[config.mk]
export PLATFORM = sky130hd
export DESIGN_NAME = rc_status_top
export DESIGN_NICKNAME = d
export VERILOG_FILES = /design/src/rtl/rc_status_pkg.sv /design/src/rtl/rc_event_decode.sv /design/src/rtl/rc_flag_reg.sv /design/src/rtl/rc_status_top.sv
export SDC_FILE = /design/constraint.sdc
export NUM_CORES = 1
export LEC_CHECK = 0
export BUFFER_PORTS_ARGS = -buffer_cell sky130_fd_sc_hd__buf_2
export CORE_ASPECT_RATIO = 1.1
export CORE_MARGIN = 3
export CORE_UTILIZATION = 45
export CTS_BUF_LIST = sky130_fd_sc_hd__clkbuf_2 sky130_fd_sc_hd__clkbuf_4 sky130_fd_sc_hd__clkbuf_8
export DETAILED_ROUTE_END_ITERATION = 8
export PLACE_DENSITY = 0.89
export SETUP_SLACK_MARGIN = 0.02
export SKIP_CTS_REPAIR_TIMING = 1
export SYNTH_ARGS = -nofsm -noshare
export SYNTH_HDL_FRONTEND = slang
export SYNTH_SLANG_ARGS = --single-unit
[constraint.sdc]
create_clock -name clk -period 1.5 [get_ports clk]
set_input_delay 0.15 -clock clk [delete_from_list [all_inputs] [get_ports clk]]
set_output_delay 0.15 -clock clk [all_outputs]
set_load 0.01 [all_outputs]
[src/rtl/rc_status_pkg.sv]
package rc_status_pkg;
  localparam int REG_W = 16;

  // Primary register bit positions
  localparam int P_TRAP   = 15;
  localparam int P_ILLOP  = 14;
  localparam int P_DEEP   = 10;
  localparam int P_CFGMM  = 9;
  localparam int P_EXTPIN = 7;
  localparam int P_SWRST  = 6;
  localparam int P_WDT    = 4;
  localparam int P_SLEEP  = 3;
  localparam int P_IDLE   = 2;
  localparam int P_BOR    = 1;
  localparam int P_POR    = 0;

  // Secondary register bit positions
  localparam int S_VBOR  = 3;
  localparam int S_VPOR  = 2;
  localparam int S_BPOR  = 1;
  localparam int S_BEXIT = 0;
  localparam int S_FLAGS = 4;

  function automatic logic [REG_W-1:0] bitm(input int pos);
    logic [REG_W-1:0] m;
    m = '0;
    m[pos] = 1'b1;
    return m;
  endfunction

  function automatic logic [REG_W-1:0] prim_impl();
    return bitm(P_TRAP) | bitm(P_ILLOP) | bitm(P_DEEP) | bitm(P_CFGMM) |
           bitm(P_EXTPIN) | bitm(P_SWRST) | bitm(P_WDT) | bitm(P_SLEEP) |
           bitm(P_IDLE) | bitm(P_BOR) | bitm(P_POR);
  endfunction

  function automatic logic [REG_W-1:0] sec_impl();
    return REG_W'((1 << S_FLAGS) - 1);
  endfunction

  function automatic logic [REG_W-1:0] prim_rst();
    return bitm(P_BOR) | bitm(P_POR);
  endfunction

  function automatic logic [REG_W-1:0] sec_rst();
    return bitm(S_VBOR) | bitm(S_VPOR) | bitm(S_BPOR);
  endfunction

  // Next flag value: software term, then instruction clears, then hardware sets.
  function automatic logic [REG_W-1:0] flag_next(
      input logic [REG_W-1:0] sw_term,
      input logic [REG_W-1:0] hw_clr,
      input logic [REG_W-1:0] hw_set,
      input logic [REG_W-1:0] impl);
    return ((sw_term & ~hw_clr) | hw_set) & impl;
  endfunction
endpackage

[src/rtl/rc_event_decode.sv]
module rc_event_decode
  import rc_status_pkg::*;
(
  input  logic             ev_trap,
  input  logic             ev_illegal,
  input  logic             ev_cfg_mismatch,
  input  logic             ev_ext_pin,
  input  logic             ev_sw_reset,
  input  logic             ev_wdt_timeout,
  input  logic             ev_brownout,
  input  logic             instr_clrwdt,
  input  logic             instr_pwrsav,
  input  logic             pwrsav_mode,
  input  logic             deep_sleep_en,
  input  logic             ev_vdd_bor,
  input  logic             ev_vdd_por,
  input  logic             ev_vbat_por,
  input  logic             ev_vbat_exit,
  output logic [REG_W-1:0] prim_set,
  output logic [REG_W-1:0] prim_clr,
  output logic [REG_W-1:0] sec_set
);
  logic pwrsav_sleep;
  logic pwrsav_idle;
  logic pwrsav_deep;
  logic wdt_clr;

  assign pwrsav_sleep = instr_pwrsav & ~pwrsav_mode;
  assign pwrsav_idle  = instr_pwrsav &  pwrsav_mode;
  assign pwrsav_deep  = pwrsav_sleep & deep_sleep_en;
  assign wdt_clr      = instr_clrwdt | instr_pwrsav;

  always_comb begin
    prim_set = '0;
    prim_set[P_TRAP]   = ev_trap;
    prim_set[P_ILLOP]  = ev_illegal;
    prim_set[P_CFGMM]  = ev_cfg_mismatch;
    prim_set[P_EXTPIN] = ev_ext_pin;
    prim_set[P_SWRST]  = ev_sw_reset;
    prim_set[P_WDT]    = ev_wdt_timeout;
    prim_set[P_BOR]    = ev_brownout;
    prim_set[P_SLEEP]  = pwrsav_sleep;
    prim_set[P_IDLE]   = pwrsav_idle;
    prim_set[P_DEEP]   = pwrsav_deep;

    prim_clr = '0;
    prim_clr[P_WDT] = wdt_clr;

    sec_set = '0;
    sec_set[S_VBOR]  = ev_vdd_bor;
    sec_set[S_VPOR]  = ev_vdd_por;
    sec_set[S_BPOR]  = ev_vbat_por;
    sec_set[S_BEXIT] = ev_vbat_exit;
  end
endmodule

[src/rtl/rc_flag_reg.sv]
module rc_flag_reg
  import rc_status_pkg::*;
#(
  parameter int             W          = REG_W,
  parameter logic [W-1:0]   RST_VAL    = '0,
  parameter logic [W-1:0]   IMPL       = '1,
  parameter bit             CLEAR_ONLY = 1'b0
) (
  input  logic         clk,
  input  logic         por_i,
  input  logic         we,
  input  logic [W-1:0] wdata,
  input  logic [W-1:0] hw_set,
  input  logic [W-1:0] hw_clr,
  output logic [W-1:0] q
);
  logic [W-1:0] sw_val;
  logic [W-1:0] sw_term;
  logic [W-1:0] d;

  generate
    if (CLEAR_ONLY) begin : g_clear_only
      assign sw_val = q & wdata;
    end else begin : g_load
      assign sw_val = wdata;
    end
  endgenerate

  assign sw_term = we ? sw_val : q;
  assign d       = flag_next(sw_term, hw_clr, hw_set, IMPL);

  always_ff @(posedge clk) begin
    if (por_i) q <= RST_VAL & IMPL;
    else       q <= d;
  end
endmodule

[src/rtl/rc_status_top.sv]
module rc_status_top
  import rc_status_pkg::*;
(
  input  logic             clk,
  input  logic             por_i,
  input  logic             ev_trap,
  input  logic             ev_illegal,
  input  logic             ev_cfg_mismatch,
  input  logic             ev_ext_pin,
  input  logic             ev_sw_reset,
  input  logic             ev_wdt_timeout,
  input  logic             ev_brownout,
  input  logic             instr_clrwdt,
  input  logic             instr_pwrsav,
  input  logic             pwrsav_mode,
  input  logic             deep_sleep_en,
  input  logic             ev_vdd_bor,
  input  logic             ev_vdd_por,
  input  logic             ev_vbat_por,
  input  logic             ev_vbat_exit,
  input  logic             reg_we,
  input  logic             reg_addr,
  input  logic [REG_W-1:0] reg_wdata,
  output logic [REG_W-1:0] reg_rdata
);
  logic [REG_W-1:0] prim_set;
  logic [REG_W-1:0] prim_clr;
  logic [REG_W-1:0] sec_set;
  logic [REG_W-1:0] prim_q;
  logic [REG_W-1:0] sec_q;
  logic             prim_we;
  logic             sec_we;

  assign prim_we = reg_we & ~reg_addr;
  assign sec_we  = reg_we &  reg_addr;

  rc_event_decode u_dec (
    .ev_trap         (ev_trap),
    .ev_illegal      (ev_illegal),
    .ev_cfg_mismatch (ev_cfg_mismatch),
    .ev_ext_pin      (ev_ext_pin),
    .ev_sw_reset     (ev_sw_reset),
    .ev_wdt_timeout  (ev_wdt_timeout),
    .ev_brownout     (ev_brownout),
    .instr_clrwdt    (instr_clrwdt),
    .instr_pwrsav    (instr_pwrsav),
    .pwrsav_mode     (pwrsav_mode),
    .deep_sleep_en   (deep_sleep_en),
    .ev_vdd_bor      (ev_vdd_bor),
    .ev_vdd_por      (ev_vdd_por),
    .ev_vbat_por     (ev_vbat_por),
    .ev_vbat_exit    (ev_vbat_exit),
    .prim_set        (prim_set),
    .prim_clr        (prim_clr),
    .sec_set         (sec_set)
  );

  rc_flag_reg #(
    .W          (REG_W),
    .RST_VAL    (prim_rst()),
    .IMPL       (prim_impl()),
    .CLEAR_ONLY (1'b0)
  ) u_prim (
    .clk    (clk),
    .por_i  (por_i),
    .we     (prim_we),
    .wdata  (reg_wdata),
    .hw_set (prim_set),
    .hw_clr (prim_clr),
    .q      (prim_q)
  );

  rc_flag_reg #(
    .W          (REG_W),
    .RST_VAL    (sec_rst()),
    .IMPL       (sec_impl()),
    .CLEAR_ONLY (1'b1)
  ) u_sec (
    .clk    (clk),
    .por_i  (por_i),
    .we     (sec_we),
    .wdata  (reg_wdata),
    .hw_set (sec_set),
    .hw_clr ('0),
    .q      (sec_q)
  );

  always_comb begin
    case (reg_addr)
      1'b0:    reg_rdata = prim_q;
      default: reg_rdata = sec_q;
    endcase
  end
endmodule

==> impl_summary.txt, run 1 <==
----------------------------------------------------
[Final layout]
  Post-route standard cell area excluding fillers ... 946 um^2
  Most common cell after layout, fill and taps aside ... sky130_fd_sc_hd__buf_2
  Layout cells sized above 1 ... 0.376
  Count of antenna diodes in the layout ... 0
  Final core occ ... 0.659
  P&R area growth vs syn ... 29.7%
  Most frequent cells in the layout ... sky130_fd_sc_hd__buf_2 (40), sky130_fd_sc_hd__nand2_1 (24), sky130_fd_sc_hd__dfxtp_1 (15)
  NumNets Final ... about 170
  Fill count ... between 100 and 150

[Route]
  Wire length on met3 ... around 130 um
  Routed via count ... 722
  Final wirelength ... 1730 um
  Drt first pass iters ... 4
  Count of routing violations after the opening detailed-route iteration ... 13
  Routed wire length per instance ... 11.6 um
  Max layer used ... met4
  Post-DR vias/cell ... 4.85
  Antenna-violating nets left ... 0
  Total DRC errors in the routed layout ... 0
  Total routed wire length on the met1 layer ... roughly 700 um
  Total met2 wirelength after detailed routing ... 873 um

[Worst setup path]
  Kind of critical path ... reg2out
  CP Buf/Inv Count ... 1
  Launching element type of the critical path ... register
  Data required time at the worst endpoint ... 1.35 ns
  Endpoint kind of the worst setup timing path ... output pin
  Path depth of the worst reg2reg path ... 2
  List of cells traversed by the critical path ... mux2_1 > buf_2
  Cell type of the slowest stage on the worst timing path ... sky130_fd_sc_hd__dfxtp_1
  Stages on worst setup path ... 2
  CP max stage delay ... between 0.3 and 0.4 ns
  Largest fanout on the critical path ... 2
  Critical path arrival ... 1.02 ns
  CP top delay family ... flip-flops

[Synthesis]
  Largest family of logic cells by synthesized area ... simple AND/OR/NAND/NOR gates
  Library cell occupying the most area in the post-synthesis netlist ... sky130_fd_sc_hd__dfxtp_1
  Simple logic cell fraction of the synthesized area ... 0.259
  Sequential fraction of the synthesis area ... 0.412
  Post-synthesis share of cell area spent on xor and xnor gates ... 0
  Syn Std Cell Area ... roughly 730 um^2
  Yosys reg bits ... 15
  Top cells by area, synth ... sky130_fd_sc_hd__dfxtp_1 (41%), sky130_fd_sc_hd__nand2_1 (12%), sky130_fd_sc_hd__a31oi_1 (6.0%)
  Number of library cell types mapped by synthesis ... 21
  Share of cell area taken by muxes after synthesis ... 0.0755
  Fraction of the mapped netlist area in compound gates ... 0.136
  Proportion of netlist area held by the largest area contributor ... 0.412
  Number of warning messages in the yosys log ... 0
  Area share of fa/ha/maj cells after synthesis ... 0
  Mean cell area of the mapped netlist ... a little under 8 um^2
  Post-Syn Instances ... 93

[STA]
  Final clock skew ... 0 ns
  Final hold violations ... 0
  Fraction of the cycle the final worst path needs ... 0.781
  Setup TNS ... 0 ns
  Final worst hold slack ... 0.0519 ns
  Setup repair after global routing missed its margin ... false
  Timing-limited maximum frequency ... 854 MHz
  Final slew viol count ... 0
  Post-layout min period ... 1.17 ns
  Count of final setup violators ... 0

[Hold path]
  Class of the most critical hold timing path ... in2reg
  Hold Path Stages ... 3

[GRT]
  Vias in the first global route ... 628
  Maximum number of pins on one net before global-route repair ... 17
  Number of antenna violations at the first check in global routing ... 0
  Wire length of the first global-routing pass ... 2590 um
  Remaining Overflow, GRT ... 0
  Overall global routing resource usage ... 0.165

[Pwr]
  Leakage power summed over all cells ... 0.000488 uW
  Clock network power share ... 0.287
  Maximum ir drop on the vdd rail ... approximately 0.00056 V
  Fraction of power consumed by sequential logic ... 0.521
  Power per unit of standard cell area ... 881 nW/um^2
  P_sw ... 211 uW
  Proportion of total power due to net switching ... 0.254
  Total internal power ... just over 600 uW
  Combinational share of power ... 0.192

[Die]
  Die ar. ... 2140 um^2
  Die height ... about 48 um
  X dimension of the die ... 44.4 um
  Std cell rows ... 14
  Placeable core area ... 1440 um^2
  Initial cell density of the core ... 0.508
  I/O pin count ... 51

[Clock tree]
  Root Buffer Master ... sky130_fd_sc_hd__clkbuf_4
  H-tree lvl count ... 1
  Clk slew on worst S/H paths ... 0.08 ns
  Number of buffers added by the clock tree synthesis step ... 3
  Buffer depth of the longest clock path ... 2
  Sinks on the clock net ... 15
  Clock tree from TritonCTS ... done
  Clock network latency to the later pin of the worst-skew pair ... 0.27 ns

[Placed design]
  Port Buf Inserts ... 40
  Placed wire-length estimate after detailed placement ... 1350 um
  Cell area after placement ... 916 um^2
  Final weighted congestion in routability-driven placement ... 0.797

[Run]
  Maximum capacitance violations ... 0

[Outcome]
  Outcome ... complete, no violations

----------------------------------------------------
## Yosys cell counts
| cell | instances |
|---|---|
| sky130_fd_sc_hd__a21oi_1 | 2 |
| sky130_fd_sc_hd__a2bb2oi_1 | 1 |
| sky130_fd_sc_hd__a31oi_1 | 7 |
| sky130_fd_sc_hd__buf_2 | 3 |
| sky130_fd_sc_hd__buf_4 | 5 |
| sky130_fd_sc_hd__clkbuf_1 | 1 |
| sky130_fd_sc_hd__conb_1 | 1 |
| sky130_fd_sc_hd__dfxtp_1 | 15 |
| sky130_fd_sc_hd__inv_1 | 7 |
| sky130_fd_sc_hd__mux2_1 | 1 |
| sky130_fd_sc_hd__mux2_2 | 3 |
| sky130_fd_sc_hd__mux2i_1 | 1 |
| sky130_fd_sc_hd__nand2_1 | 24 |
| sky130_fd_sc_hd__nand2b_1 | 3 |
| sky130_fd_sc_hd__nand3_1 | 1 |
| sky130_fd_sc_hd__nand3b_1 | 1 |
| sky130_fd_sc_hd__nor2_1 | 4 |
| sky130_fd_sc_hd__nor2b_1 | 7 |
| sky130_fd_sc_hd__nor2b_2 | 1 |
| sky130_fd_sc_hd__o21ai_0 | 4 |
| sky130_fd_sc_hd__o41ai_2 | 1 |
## flip-flops by register name, indices dropped and copies added (netlist names)
name,cells
u_prim.q,11
u_sec.q,4
## path summary, 6_finish.rpt
| path | start | end | slack [ns] |
|---|---|---|---|
| worst max register to register | u_prim.q[7] | u_prim.q[7] | 0.82 |
| worst min-delay path | ev_vdd_por | u_sec.q[2] | 0.05 |
| worst min register to register | u_sec.q[1] | u_sec.q[1] | 0.47 |
| worst max-delay path | u_prim.q[3] | reg_rdata[3] | 0.33 |
## per-stage QoR
step	total power, uW	instances	worst slack (ns)
global placement	598	145	0.365
floorplan	539	97	0.660
global route	884	149	0.294
CTS	847	149	0.314
finish	833	149	0.329
detailed placement	605	145	0.276
## logic make-up (layout without fill, tap and decap cells)
logic type             count (synthesis)  count (layout)
and+or+nand+nor                       41              41
buffers and inverters                 16              52
AOI/OAI and AO/OA                     15              15
DFF                                   15              15
muxes                                  5               5
other                                  1               5
## layout make-up
cell class / count / area, um^2 / area share
clock buffer: 4 / 30.0 / 0.0317
tap: 16 / 20.0 / 0.0212
timing repair buffer: 41 / 208 / 0.220
inverter: 7 / 26.3 / 0.0278
multi-input combinational: 66 / 362 / 0.382
sequential: 15 / 300 / 0.317
## worst min-delay path, delay by kind of cell
family | cells | cell delay, ns
simple gates | 2 | 0.07
buf+inv | 1 | 0.07
## per-layer routing
metal | track usage | vias up
li1 | - | 369
met1 | 0.192 | 325
met2 | 0.305 | 26
met3 | 0.0258 | 2
met4 | 0.0723 | 0
met5 | 0 | -
## power groups by stage
stage	Combinational, uW	Clock, uW	Sequential, uW
after floorplan	99.7	0	440
after global placement	156	0	441
after detailed placement	160	0	444
after CTS	161	251	435
after global routing	178	267	438
final	160	239	435
Power figures use the tool's default switching activity.
==> run 2, diff against run 1 <==
--- a/config.mk
+++ b/config.mk
@@ -8,10 +8,10 @@
 export BUFFER_PORTS_ARGS = -buffer_cell sky130_fd_sc_hd__buf_2
 export CORE_ASPECT_RATIO = 1.1
 export CORE_MARGIN = 3
-export CORE_UTILIZATION = 45
+export CORE_UTILIZATION = 37
 export CTS_BUF_LIST = sky130_fd_sc_hd__clkbuf_2 sky130_fd_sc_hd__clkbuf_4 sky130_fd_sc_hd__clkbuf_8
 export DETAILED_ROUTE_END_ITERATION = 8
-export PLACE_DENSITY = 0.89
+export PLACE_DENSITY = 0.78
 export SETUP_SLACK_MARGIN = 0.02
 export SKIP_CTS_REPAIR_TIMING = 1
 export SYNTH_ARGS = -nofsm -noshare
==> constraint.sdc (replaced) <==
create_clock -name clk -period 0.95 [get_ports clk]
set_input_delay 0.095 -clock clk [delete_from_list [all_inputs] [get_ports clk]]
set_output_delay 0.095 -clock clk [all_outputs]
set_load 0.01 [all_outputs]
==> impl_summary.txt, run 2 (same netlist as run 1, synthesis figures left out) <==
----------------------------------------------------
[Placed design]
  Placed wire-length estimate after detailed placement ... 1540 um (was 1350 um)
  Cell area after placement ... 972 um^2 (was 916 um^2)
  Port Buf Inserts ... 40 (unchanged)
  Placed instance count ... 160 (was 145)
  Final weighted congestion in routability-driven placement ... 0.712 (was 0.797)

[Final layout]
  Final cell count without fillers ... 166 (was 149)
  Registers with the most flip-flops ... u_prim.q x11, u_sec.q x4 (unchanged)
  P&R area growth vs syn ... 49.4% (was 29.7%)
  Post-route standard cell area excluding fillers ... 1090 um^2 (was 946 um^2)
  Count of antenna diodes in the layout ... 0 (unchanged)
  Biggest register ... u_prim.q (unchanged)
  Layout cells sized above 1 ... 0.475 (was 0.376)
  Max FFs per register ... 11 (unchanged)
  Fill count ... 175 (was 143)
  Most frequent cells in the layout ... sky130_fd_sc_hd__buf_2 (34), sky130_fd_sc_hd__nand2_1 (24), sky130_fd_sc_hd__dfxtp_2 (8) (was sky130_fd_sc_hd__buf_2 (40), sky130_fd_sc_hd__nand2_1 (24), sky130_fd_sc_hd__dfxtp_1 (15))
  Most common cell after layout, fill and taps aside ... sky130_fd_sc_hd__buf_2 (unchanged)
  NumNets Final ... 175 (was 169)

[Worst setup path]
  CP top delay family ... flip-flops (unchanged)
  List of cells traversed by the critical path ... mux2_4 > buf_6 (was mux2_1 > buf_2)
  Endpoint kind of the worst setup timing path ... output pin (unchanged)
  CP max stage delay ... 0.33 ns (about the same)
  Data required time at the worst endpoint ... 0.85 ns (was 1.35 ns)
  Launching element type of the critical path ... register (unchanged)
  Largest fanout on the critical path ... 2 (unchanged)
  Cell type of the slowest stage on the worst timing path ... sky130_fd_sc_hd__dfxtp_2 (was sky130_fd_sc_hd__dfxtp_1)
  Kind of critical path ... reg2out (unchanged)
  CP Buf/Inv Count ... 1 (unchanged)
  Critical path arrival ... 1.01 ns (was 1.02 ns)

[Die]
  Die ar. ... 2540 um^2 (was 2140 um^2)
  Die height ... 52.6 um (was 48.2 um)
  Initial cell density of the core ... 0.400 (was 0.508)
  Placeable core area ... 1820 um^2 (was 1440 um^2)
  Std cell rows ... 16 (was 14)
  I/O pin count ... 51 (unchanged)
  X dimension of the die ... 48.3 um (was 44.4 um)

[Hold path]
  Class of the most critical hold timing path ... in2reg (unchanged)

[Route]
  Antenna-violating nets left ... 0 (unchanged)
  Final wirelength ... 2090 um (was 1730 um)
  Count of routing violations after the opening detailed-route iteration ... 10 (was 13)
  Routed wire length per instance ... 12.6 um (was 11.6 um)
  Drt first pass iters ... 3 (was 4)
  Total DRC errors in the routed layout ... 0 (unchanged)
  Routed via count ... 753 (was 722)
  Post-DR vias/cell ... 4.54 (was 4.85)

[Clock tree]
  Number of buffers added by the clock tree synthesis step ... 3 (unchanged)
  Clock tree from TritonCTS ... done (unchanged)
  H-tree lvl count ... 1 (unchanged)
  Sinks on the clock net ... 15 (unchanged)
  Clock network latency to the later pin of the worst-skew pair ... 0.28 ns (was 0.27 ns)
  Clk slew on worst S/H paths ... 0.09 ns (was 0.08 ns)
  Root Buffer Master ... sky130_fd_sc_hd__clkbuf_4 (unchanged)
  Buffer depth of the longest clock path ... 2 (unchanged)

[Outcome]
  Outcome ... finished with violations (was complete, no violations)
  Violations in the final reports ... negative hold slack, negative setup slack

[STA]
  Minimum setup slack in the final design ... -0.152 ns (was 0.329 ns)
  Fraction of the cycle the final worst path needs ... 1.16
  Final slew viol count ... 0 (unchanged)
  Final clock skew ... 0 ns (unchanged)
  Final worst hold slack ... -0.00962 ns (was 0.0519 ns)
  Count of final setup violators ... 7 (was 0)
  Timing-limited maximum frequency ... 908 MHz
  Final hold violations ... 4 (was 0)
  Setup repair after global routing missed its margin ... true (was false)
  Post-layout min period ... around 1.1 ns

[Run]
  Maximum capacitance violations ... 0 (unchanged)

[Pwr]
  Leakage power summed over all cells ... 0.000551 uW (was 0.000488 uW)
  Clock network power share ... 0.279 (was 0.287)
  Total internal power ... 1040 uW (was 622 uW)
  Maximum ir drop on the vdd rail ... 0.000589 V (was 0.000563 V)
  P_sw ... 370 uW (was 211 uW)
  Proportion of total power due to net switching ... 0.263 (was 0.254)
  Fraction of power consumed by sequential logic ... 0.490 (was 0.521)
  Power per unit of standard cell area ... 1290 nW/um^2 (was 881 nW/um^2)
  Combinational share of power ... 0.231 (was 0.192)

[GRT]
  Maximum number of pins on one net before global-route repair ... 17 (unchanged)
  Wire length of the first global-routing pass ... 3080 um (was 2590 um)
  Vias in the first global route ... 746 (was 628)
  Remaining Overflow, GRT ... 0 (unchanged)
  Overall global routing resource usage ... 0.166 (was 0.165)
  Number of antenna violations at the first check in global routing ... 0 (unchanged)

----------------------------------------------------
## run 2: power groups by stage
stage,sequential [uW],clock [uW],combinational (uW)
floorplan,694,0,157
global placement,697,0,268
detailed placement,700,0,276
CTS,686,406,278
global route,696,417,358
finish,691,393,325
## run 2: area by class of cell
class,instances,area (um^2),share of cell area
inverter,7,26.3,0.0241
sequential,15,310,0.285
timing repair buffer,47,305,0.280
multi-input combinational,66,384,0.352
clock buffer,4,30.0,0.0276
tap,27,33.8,0.0310
## run 2: metrics by stage
| step | hold slack (ns) | total power [uW] | worst slack, ns | utilization | setup TNS [ns] |
|---|---|---|---|---|---|
| 2_1_floorplan | 0.181 | 852 | 0.220 | - | 0 |
| 3_3_place_gp | 0.271 | 965 | -0.0367 | 0.534 | -0.0367 |
| 4_1_cts | -0.0182 | 1370 | -0.176 | 0.550 | -0.868 |
| 3_5_place_dp | 0.284 | 976 | -0.0503 | 0.534 | -0.191 |
| 5_1_grt | 0.00320 | 1470 | -0.181 | 0.598 | -1.12 |
| 6_report | -0.00962 | 1410 | -0.152 | 0.598 | -0.623 |
## run 2: tightest hold or removal path: stages
cell                      delay, ns
sky130_fd_sc_hd__buf_2         0.07
sky130_fd_sc_hd__nor2_1        0.04
sky130_fd_sc_hd__nand2_1       0.05
## run 2: path summary, 6_finish.rpt
kind | from | end | slack, ns | depth (start not counted)
setup / recovery | u_prim.q[3] | reg_rdata[3] | -0.15 | 2
hold / removal | ev_vdd_por | u_sec.q[2] | -0.01 | 3
setup reg to reg | u_prim.q[4] | u_prim.q[4] | 0.18 | 3
hold reg to reg | u_prim.q[7] | u_prim.q[7] | 0.48 | 2
## run 2: per-layer routing
metal,part of all wire,GRT usage,up-vias
met5,0,0,-
met4,0.026,0.128,0
met3,0.073,0.0427,4
met2,0.53,0.317,29
met1,0.37,0.153,337
li1,-,-,383
==> run 3, diff against run 2 <==
--- a/config.mk
+++ b/config.mk
@@ -8,10 +8,10 @@
 export BUFFER_PORTS_ARGS = -buffer_cell sky130_fd_sc_hd__buf_2
 export CORE_ASPECT_RATIO = 1.1
 export CORE_MARGIN = 3
-export CORE_UTILIZATION = 37
+export CORE_UTILIZATION = 41
 export CTS_BUF_LIST = sky130_fd_sc_hd__clkbuf_2 sky130_fd_sc_hd__clkbuf_4 sky130_fd_sc_hd__clkbuf_8
 export DETAILED_ROUTE_END_ITERATION = 8
-export PLACE_DENSITY = 0.78
+export PLACE_DENSITY = 0.82
 export SETUP_SLACK_MARGIN = 0.02
 export SKIP_CTS_REPAIR_TIMING = 1
 export SYNTH_ARGS = -nofsm -noshare
==> constraint.sdc (replaced) <==
create_clock -name clk -period 1.2 [get_ports clk]
set_input_delay 0.12 -clock clk [delete_from_list [all_inputs] [get_ports clk]]
set_output_delay 0.12 -clock clk [all_outputs]
set_load 0.01 [all_outputs]
==> impl_summary.txt, run 3 (same netlist as run 1, synthesis figures left out) <==
----------------------------------------------------
[Pwr]
  Post-layout power ... 1040 uW (was 1410 uW)
  Leakage power summed over all cells ... 0.000488 uW (was 0.000551 uW)
  Maximum ir drop on the vdd rail ... 0.000660 V (was 0.000589 V)
  Power per unit of standard cell area ... 1100 nW/um^2 (was 1290 nW/um^2)

[Die]
  Std cell rows ... 15 (was 16)
  Die ar. ... 2320 um^2 (was 2540 um^2)
  X dimension of the die ... 46.2 um (was 48.3 um)
  Placeable core area ... 1610 um^2 (was 1820 um^2)
  I/O pin count ... 51 (unchanged)
  Initial cell density of the core ... 0.452 (was 0.400)
  Die height ... 50.2 um (was 52.6 um)

[Clock tree]
  Root Buffer Master ... sky130_fd_sc_hd__clkbuf_4 (unchanged)
  Buffer depth of the longest clock path ... 2 (unchanged)
  Clock tree from TritonCTS ... done (unchanged)
  Clk slew on worst S/H paths ... 0.09 ns (about the same)
  Clock network latency to the later pin of the worst-skew pair ... 0.27 ns (was 0.28 ns)
  Number of buffers added by the clock tree synthesis step ... 3 (unchanged)
  H-tree lvl count ... 1 (unchanged)
  Sinks on the clock net ... 15 (unchanged)

[Worst setup path]
  Data required time at the worst endpoint ... 1.08 ns (was 0.85 ns)
  Reg2reg start ... u_prim.q[4] (unchanged)
  Crit Reg-Reg Endpoint ... u_prim.q[4] (unchanged)
  Largest fanout on the critical path ... 2 (unchanged)
  Endpoint kind of the worst setup timing path ... output pin (unchanged)
  Launching element type of the critical path ... register (unchanged)
  Critical path arrival ... 1.02 ns (was 1.01 ns)
  Worst R2R Setup Slack ... 0.52 ns (was 0.18 ns)
  Kind of critical path ... reg2out (unchanged)
  Path depth of the worst reg2reg path ... 2 (was 3)

[STA]
  Final slew viol count ... 0 (unchanged)
  Setup repair after global routing missed its margin ... false (was true)
  Final clock skew ... 0 ns (unchanged)
  Count of final setup violators ... 0 (was 7)
  Timing-limited maximum frequency ... around 880 MHz
  Final hold violations ... 0 (was 4)
  Minimum setup slack in the final design ... 0.0630 ns (was -0.152 ns)
  Setup TNS ... 0 ns (was -0.623 ns)
  Fraction of the cycle the final worst path needs ... 0.947
  Post-layout min period ... 1.14 ns

[Final layout]
  NumNets Final ... 169 (was 175)
  Most frequent cells in the layout ... sky130_fd_sc_hd__buf_2 (40), sky130_fd_sc_hd__nand2_1 (24), sky130_fd_sc_hd__dfxtp_1 (15) (was sky130_fd_sc_hd__buf_2 (34), sky130_fd_sc_hd__nand2_1 (24), sky130_fd_sc_hd__dfxtp_2 (8))
  Registers with the most flip-flops ... u_prim.q x11, u_sec.q x4 (unchanged)
  Final cell count without fillers ... 150 (was 166)
  Count of antenna diodes in the layout ... 0 (unchanged)
  Max FFs per register ... 11 (unchanged)
  Most common cell after layout, fill and taps aside ... sky130_fd_sc_hd__buf_2 (unchanged)
  Layout cells sized above 1 ... 0.376 (was 0.475)
  Biggest register ... u_prim.q (unchanged)
  Fill count ... 147 (was 175)
  P&R area growth vs syn ... 29.8% (was 49.4%)

[Outcome]
  Outcome ... complete, no violations (was finished with violations)

[Hold path]
  Hold Startpoint ... ev_vdd_por (unchanged)
  Hold Path Stages ... 3 (unchanged)
  Hold endpoint ... u_sec.q[2] (unchanged)
  Class of the most critical hold timing path ... in2reg (unchanged)

[GRT]
  Number of antenna violations at the first check in global routing ... 0 (unchanged)
  Overall global routing resource usage ... 0.148 (was 0.166)
  Maximum number of pins on one net before global-route repair ... 17 (unchanged)
  Wire length of the first global-routing pass ... 2560 um (was 3080 um)
  Remaining Overflow, GRT ... 0 (unchanged)
  Vias in the first global route ... 623 (was 746)

[Route]
  Total DRC errors in the routed layout ... 0 (unchanged)
  Drt first pass iters ... 4 (was 3)
  Total routed wire length on the met1 layer ... 681 um (was 775 um)
  Count of routing violations after the opening detailed-route iteration ... 5 (was 10)
  Total met2 wirelength after detailed routing ... 823 um (was 1110 um)
  Wire length on met3 ... 146 um (was 153 um)
  Post-DR vias/cell ... 4.72 (was 4.54)
  Routed wire length per instance ... 11.2 um (was 12.6 um)
  Routed via count ... 708 (was 753)
  Antenna-violating nets left ... 0 (unchanged)
  Max layer used ... met4 (unchanged)
  Final wirelength ... 1670 um (was 2090 um)

[Placed design]
  Final weighted congestion in routability-driven placement ... 0.812 (was 0.712)
  Placed instance count ... 146 (was 160)
  Placed wire-length estimate after detailed placement ... 1300 um (was 1540 um)
  Port Buf Inserts ... 40 (unchanged)
  Pre-CTS worst setup slack ... 0.0738 ns (was -0.0503 ns)

[Run]
  Maximum capacitance violations ... 0 (unchanged)

----------------------------------------------------
==> run 3: cell types whose count changed in the layout (fill, tap and decap cells not counted), moves of 2 or more <==
cell	change
sky130_fd_sc_hd__dfxtp_1	+8
sky130_fd_sc_hd__dfxtp_2	-8
sky130_fd_sc_hd__buf_2	+6
sky130_fd_sc_hd__buf_6	-6
sky130_fd_sc_hd__buf_4	-4
sky130_fd_sc_hd__mux2_4	-2
sky130_fd_sc_hd__nor2b_1	+2
sky130_fd_sc_hd__nor2b_4	-2
==> run 3: power breakdown <==
part	internal (uW)	switching (uW)
clock	151	150
combinational	97.4	101
sequential	529	13.2
total	777	264
==> run 3: final cells by class <==
cell class                 count  area, um^2  area share
multi-input combinational     66         362       0.382
sequential                    15         300       0.317
timing repair buffer          41         208       0.219
clock buffer                   4        30.0      0.0317
inverter                       7        26.3      0.0277
tap                           17        21.3      0.0225
==> run 3: worst max-delay path, cell delays in order, from the launching register on <==
cell and delay (ns):
sky130_fd_sc_hd__dfxtp_1 0.32, sky130_fd_sc_hd__mux2_1 0.29, sky130_fd_sc_hd__buf_2 0.14
==> run 3: worst max-delay path by stage <==
stage | startpoint | end | slack, ns
finish | u_sec.q[3] | reg_rdata[3] | 0.06
global route | u_sec.q[3] | reg_rdata[3] | 0.02
CTS | u_sec.q[3] | reg_rdata[3] | 0.06
detailed placement | reg_addr | u_prim.q[2] | 0.07
global placement | reg_addr | u_prim.q[3] | 0.09
floorplan | reg_addr | reg_rdata[3] | 0.42
==> run 3: routing by layer <==
metal  vias up  track usage
li1        374            -
met1       305        0.167
met2        27        0.252
met3         2       0.0287
met4         0       0.0711
met5         -            0
==> run 3: per-stage QoR <==
| step | util | cell area, um^2 | hold WS (ns) |
|---|---|---|---|
| floorplan | - | 744 | 0.206 |
| global placement | 0.568 | 917 | 0.297 |
| detailed placement | 0.568 | 917 | 0.300 |
| CTS | 0.587 | 947 | 0.00816 |
| global route | 0.587 | 947 | 0.0219 |
| finish | 0.587 | 947 | 0.0159 |
